**config.mk**
```make
export PLATFORM = sky130hd
export DESIGN_NAME = dslope_seq
export DESIGN_NICKNAME = d
export VERILOG_FILES = /design/src/rtl/dsl_pkg.sv /design/src/rtl/dsl_counter.sv /design/src/rtl/dsl_fsm.sv /design/src/rtl/dsl_result.sv /design/src/rtl/dslope_seq.sv
export SDC_FILE = /design/constraint.sdc
export NUM_CORES = 1
export LEC_CHECK = 0
export BUFFER_PORTS_ARGS = -buffer_cell sky130_fd_sc_hd__buf_2
export CAP_MARGIN = 40
export CORE_UTILIZATION = 52
export DETAILED_ROUTE_END_ITERATION = 16
export HOLD_SLACK_MARGIN = 0.03
export PLACE_DENSITY_LB_ADDON = 0.1
export SLEW_MARGIN = 30
export SYNTH_ARGS = -nofsm -noshare
export SYNTH_HDL_FRONTEND = slang
export SYNTH_SLANG_ARGS = --single-unit
```
**constraint.sdc**
```tcl
create_clock -name clk -period 1.96 [get_ports clk]
set_input_delay 0.392 -clock clk [delete_from_list [all_inputs] [get_ports clk]]
set_output_delay 0.392 -clock clk [all_outputs]
set_load 0.02 [all_outputs]
```
**src/rtl/dsl_pkg.sv**
```systemverilog
package dsl_pkg;

    typedef enum logic [1:0] {
        ST_IDLE  = 2'd0,
        ST_INTEG = 2'd1,
        ST_DEINT = 2'd2,
        ST_DONE  = 2'd3
    } dsl_state_e;

    localparam int SEL_W    = 3;
    localparam int SEL_IN   = 0;
    localparam int SEL_REF  = 1;
    localparam int SEL_OPEN = 2;

endpackage

```
**src/rtl/dsl_counter.sv**
```systemverilog
module dsl_counter #(
    parameter int WIDTH = 8
) (
    input  logic             clk,
    input  logic             rst_n,
    input  logic             clr_i,
    input  logic             inc_i,
    output logic [WIDTH-1:0] cnt_o,
    output logic             last_o
);
    localparam logic [WIDTH-1:0] CNT_MAX = {WIDTH{1'b1}};

    logic [WIDTH-1:0] cnt_q;

    always_ff @(posedge clk) begin
        if (!rst_n || clr_i) begin
            cnt_q <= '0;
        end else if (inc_i) begin
            cnt_q <= cnt_q + 1'b1;
        end
    end

    assign cnt_o  = cnt_q;
    assign last_o = (cnt_q == CNT_MAX);
endmodule

```
**src/rtl/dsl_fsm.sv**
```systemverilog
module dsl_fsm
    import dsl_pkg::*;
(
    input  logic             clk,
    input  logic             rst_n,
    input  logic             start_i,
    input  logic             zero_cross_i,
    input  logic             cnt_last_i,
    output logic             cnt_clr_o,
    output logic             cnt_inc_o,
    output logic             latch_o,
    output logic             sat_o,
    output logic [SEL_W-1:0] sw_sel_o,
    output logic             busy_o,
    output logic             eoc_o
);
    dsl_state_e state_q, state_d;

    // state register
    always_ff @(posedge clk) begin
        if (!rst_n) begin
            state_q <= ST_IDLE;
        end else begin
            state_q <= state_d;
        end
    end

    // next state and counter control
    always_comb begin
        state_d   = state_q;
        cnt_clr_o = 1'b0;
        cnt_inc_o = 1'b0;
        latch_o   = 1'b0;
        sat_o     = 1'b0;
        unique case (state_q)
            ST_IDLE: begin
                cnt_clr_o = 1'b1;
                if (start_i) state_d = ST_INTEG;
            end
            ST_INTEG: begin
                cnt_inc_o = 1'b1;
                if (cnt_last_i) state_d = ST_DEINT;
            end
            ST_DEINT: begin
                if (zero_cross_i) begin
                    latch_o = 1'b1;
                    state_d = ST_DONE;
                end else if (cnt_last_i) begin
                    sat_o   = 1'b1;
                    state_d = ST_DONE;
                end else begin
                    cnt_inc_o = 1'b1;
                end
            end
            ST_DONE: begin
                cnt_clr_o = 1'b1;
                state_d   = ST_IDLE;
            end
            default: state_d = ST_IDLE;
        endcase
    end

    // Moore outputs
    always_comb begin
        sw_sel_o = '0;
        busy_o   = 1'b0;
        eoc_o    = 1'b0;
        unique case (state_q)
            ST_IDLE:  sw_sel_o[SEL_OPEN] = 1'b1;
            ST_INTEG: begin
                sw_sel_o[SEL_IN] = 1'b1;
                busy_o           = 1'b1;
            end
            ST_DEINT: begin
                sw_sel_o[SEL_REF] = 1'b1;
                busy_o            = 1'b1;
            end
            ST_DONE: begin
                sw_sel_o[SEL_OPEN] = 1'b1;
                eoc_o              = 1'b1;
            end
            default: sw_sel_o[SEL_OPEN] = 1'b1;
        endcase
    end
endmodule

```
**src/rtl/dsl_result.sv**
```systemverilog
module dsl_result #(
    parameter int WIDTH = 8
) (
    input  logic             clk,
    input  logic             rst_n,
    input  logic             latch_i,
    input  logic             sat_i,
    input  logic [WIDTH-1:0] cnt_i,
    output logic [WIDTH-1:0] result_o,
    output logic             over_o
);
    always_ff @(posedge clk) begin
        if (!rst_n) begin
            result_o <= '0;
            over_o   <= 1'b0;
        end else if (latch_i) begin
            result_o <= cnt_i;
            over_o   <= 1'b0;
        end else if (sat_i) begin
            result_o <= {WIDTH{1'b1}};
            over_o   <= 1'b1;
        end
    end
endmodule

```
**src/rtl/dslope_seq.sv**
```systemverilog
module dslope_seq
    import dsl_pkg::*;
#(
    parameter int CNT_W = 8
) (
    input  logic             clk,
    input  logic             rst_n,
    input  logic             start_i,
    input  logic             zero_cross_i,
    output logic [SEL_W-1:0] sw_sel_o,
    output logic             busy_o,
    output logic             eoc_o,
    output logic [CNT_W-1:0] result_o,
    output logic             over_range_o
);
    logic             cnt_clr, cnt_inc, cnt_last, latch, sat;
    logic [CNT_W-1:0] cnt;

    dsl_counter #(.WIDTH(CNT_W)) u_cnt (
        .clk    (clk),
        .rst_n  (rst_n),
        .clr_i  (cnt_clr),
        .inc_i  (cnt_inc),
        .cnt_o  (cnt),
        .last_o (cnt_last)
    );

    dsl_fsm u_fsm (
        .clk          (clk),
        .rst_n        (rst_n),
        .start_i      (start_i),
        .zero_cross_i (zero_cross_i),
        .cnt_last_i   (cnt_last),
        .cnt_clr_o    (cnt_clr),
        .cnt_inc_o    (cnt_inc),
        .latch_o      (latch),
        .sat_o        (sat),
        .sw_sel_o     (sw_sel_o),
        .busy_o       (busy_o),
        .eoc_o        (eoc_o)
    );

    dsl_result #(.WIDTH(CNT_W)) u_res (
        .clk      (clk),
        .rst_n    (rst_n),
        .latch_i  (latch),
        .sat_i    (sat),
        .cnt_i    (cnt),
        .result_o (result_o),
        .over_o   (over_range_o)
    );
endmodule

```
==> impl_results.md <==
- Crit path DAT: between 2 and 2.5 ns
- Ys Warns: 0
- Setup crit start: u_fsm.state_q[0]
- Slowest cell on crit path: or4_1
- Drt initial violations: 24
- Top cells by area, synth: dfxtp_1 (41%), o221a_2 (9.8%), ha_1 (8.1%)
- CTS Buf Count: 3
- Reg2Reg Setup Slack: 0.07 ns
- Mapped Area: 922.1 um2
- Post-synth EDFFs: 0
- Setup WS post-layout: 0.06928 ns
- Yosys reg bits: 19
- Core Region: 0.001577 mm2
- Fin. Hold Viols: 0
- Vias in the first global route: 709
- Port bufs: 17
- Cell with the most instances after synthesis: dfxtp_1
- Final Critical Period: 1.891 ns
- Detailed Place HPWL: 1.432 mm
- Detail Route Antenna Nets: 0
- Switch share: 0.4193
- Seq pwr share: 0.380
- XOR/XNOR Fraction of Synth Area: 0
- Synthesized area per cell: about 9.8 um2
- Grt ovf: 0
- Main synth FF type: dfxtp_1
- Peak supply drop: 0.8745 mV
- Die width: ~44 um
- Cells after synthesis: 94
- Leak pwr: 0.4519 nW
- Sw Pwr: 539.1 uW
- RePlAce Congestion: 0.8057
- Yosys top cell area share: 0.4125
- Total iterations of the first detailed-routing run: 6
- CTS tree: yes
- Critical Path, Cell by Cell: inv_1 -> ha_1 -> and4_1 -> o21ai_0 -> or4_1 -> a21oi_1
- RSZ-0062 raised after global routing: no
- DR DRC count: 0
- Pre-CTS WS: 0.09994 ns
- Clock tree skew after final layout: between 0.002 and 0.003 ns
- Final setup violation count: 0
- Chip Height: ~44 um
- Root buf cell: clkbuf_4
- Top-level I/O count: 18
- Comb power frac: 0.466
- Final worst-path cycle share: 0.9647
- Clk pin slew, worst setup/hold paths: 0.11 ns
- Proportion of layout cells with a drive suffix above 1: 0.3509
- R2r startpoint: u_fsm.state_q[0]
- Starting Density: 0.5849
- H-tree Lvls: 1
- Clock sinks: 19
- # Max-Cap Violations: 0
- Hold/Removal Path Class: in2reg
- End of the critical path: u_cnt.cnt_o[5]
- Int Pwr: 746.6 uW
- Cell row count: 14
- Ant diodes: 0
- Area delta synth->final: 14.11%
- Final wirelength: 1.936 mm
- Reg2reg end: u_cnt.cnt_o[5]
- Clk network pwr share: 0.154
- Via count: 767
- Final instance area: between 0.001 and 0.0015 mm2
- CP Capture Type: register
- CTS max path bufs: 2
- CP Class: reg2reg
- Drt via density: 5.900
- Rel. slew slack: 0.6772
- Clock Latency Late Sink: 0.30 ns
- Area post-placement: between 0.001 and 0.0015 mm2
- Largest net degree at the start of global routing: 14
- Final core utilization: 0.6675
- Initial antenna violation count: 0
- Startpoint Class: register
- Most instantiated cells after synthesis: dfxtp_1 (19), nand2_1 (9), o221a_2 (8)
- Routed WL per cell: about 15 um
- Worst Tran Pin Value: 0.4791 ns
- Die area: 0.001946 mm2
- Synth Area in Compound Gates: 0.2212
- Reg2Reg Depth: 6
- Req. time, crit path: 2.19 ns
- Count of pins over their slew limit: 0
- Placed Cells: approximately 130
- First-pass GRT wire length: 3.284 mm
- Global Route Usage Sum: 0.2305
- Share of synthesized registers carrying an async set or reset: 0
- Post-synthesis mux area share: 0.03256
- Sequential share of the synthesized area: 0.4125
- Status: finished clean
- Unique cell type count in the Yosys netlist: 32
- Largest fanout on the critical path: 5
- Setup bufs post-CTS: 0
- Fmax: approximately 0.53 GHz
- Largest stage delay on the critical path: 0.44 ns
- Synth Area in Adders: 0.08141
- Largest family of logic cells by synthesized area: compound AO/OA/AOI/OAI gates
- Pwr Density: between 1000 and 1500 mW/mm2
- Synthesized netlist net count: 104
- Fin cells: 130
- Final nets: between 100 and 150
- Largest area contributor in the netlist: dfxtp_1
- Simple-gate share of the synthesized area: 0.2157
- Total negative slack: 0 ns
-- per-stage QoR --
step	total power [mW]	hold slack (ns)
global route	1.382	0.4253
detailed placement	1.091	0.4755
finish	1.286	0.4301
floorplan	0.9460	0.4687
CTS	1.291	0.4183
global placement	1.081	0.4621
-- cell families after synthesis --
kind of cell               Yosys count
AOI/OAI and AO/OA                   26
buffers and inverters                7
muxes                                3
and+or+nand+nor                     33
DFF                                 19
adders and majority gates            6
-- timing repair --
| action | 4_1_cts | 5_1_grt |
|---|---|---|
| resized for setup | 0 | 1 |
| setup endpoints to repair | 0 | 2 |
| hold buffers | 0 | 0 |
-- cell type report --
class                           count  area (um2)
Fill cell                         133       524.3
Multi-Input combinational cell     68       508.0
Sequential cell                    19       381.6
Timing Repair Buffer               19       100.1
Clock buffer                        3       22.52
Tap cell                           16       20.02
Inverter                            4       15.01
Clock inverter                      1       5.005
-- power by group through the flow --
stage | registers [mW] | logic, mW | clock network, mW
finish | 0.489 | 0.599 | 0.198
global route | 0.499 | 0.651 | 0.232
CTS | 0.488 | 0.599 | 0.204
detailed placement | 0.496 | 0.594 | 0
global placement | 0.494 | 0.587 | 0
floorplan | 0.531 | 0.415 | 0
-- layer usage --
| layer | wire [um] | up-vias | track usage |
|---|---|---|---|
| met1 | 944 | 349 | 0.3063 |
| met5 | 0 | - | 0 |
| met3 | 70 | 4 | 0.06531 |
| li1 | - | 397 | - |
| met2 | 885 | 17 | 0.3529 |
| met4 | 35 | 0 | 0.09091 |
-- critical path: cells and delay by family, from the launching register on --
kind	cells	cell delay, ns
compound gates	2	0.35
buf+inv	1	0.10
flops	1	0.39
simple gates	2	0.63
fa+ha+maj	1	0.35
-- placed cells by master (no fill, tap or decap), types with 3 or more instances in the layout --
cell,netlist,final
a21oi_1,6,6
ha_1,6,6
inv_1,4,4
nor2_1,4,4
nand2_1,9,9
o21ai_0,4,4
buf_2,0,17
mux2i_1,3,3
clkbuf_4,0,3
o221a_2,8,8
nand3_1,3,3
dfxtp_1,19,18
-- state kept, by name, summed over array words and instances, names as in the netlist --
signal          cells
u_cnt.cnt_o         8
u_res.result_o      8
u_fsm.state_q       2
u_res.over_o        1
-- worst min-delay path by stage --
| stage | from | end | cells after the start |
|---|---|---|---|
| finish | rst_n | u_res.over_o | 3 |
| global route | rst_n | u_fsm.state_q[0] | 3 |
| CTS | rst_n | u_res.over_o | 3 |
| detailed placement | u_res.over_o | u_res.over_o | 2 |
| global placement | u_res.over_o | u_res.over_o | 2 |
| floorplan | u_cnt.cnt_o[6] | u_cnt.cnt_o[6] | 2 |
(Power assumes the default switching activity.)
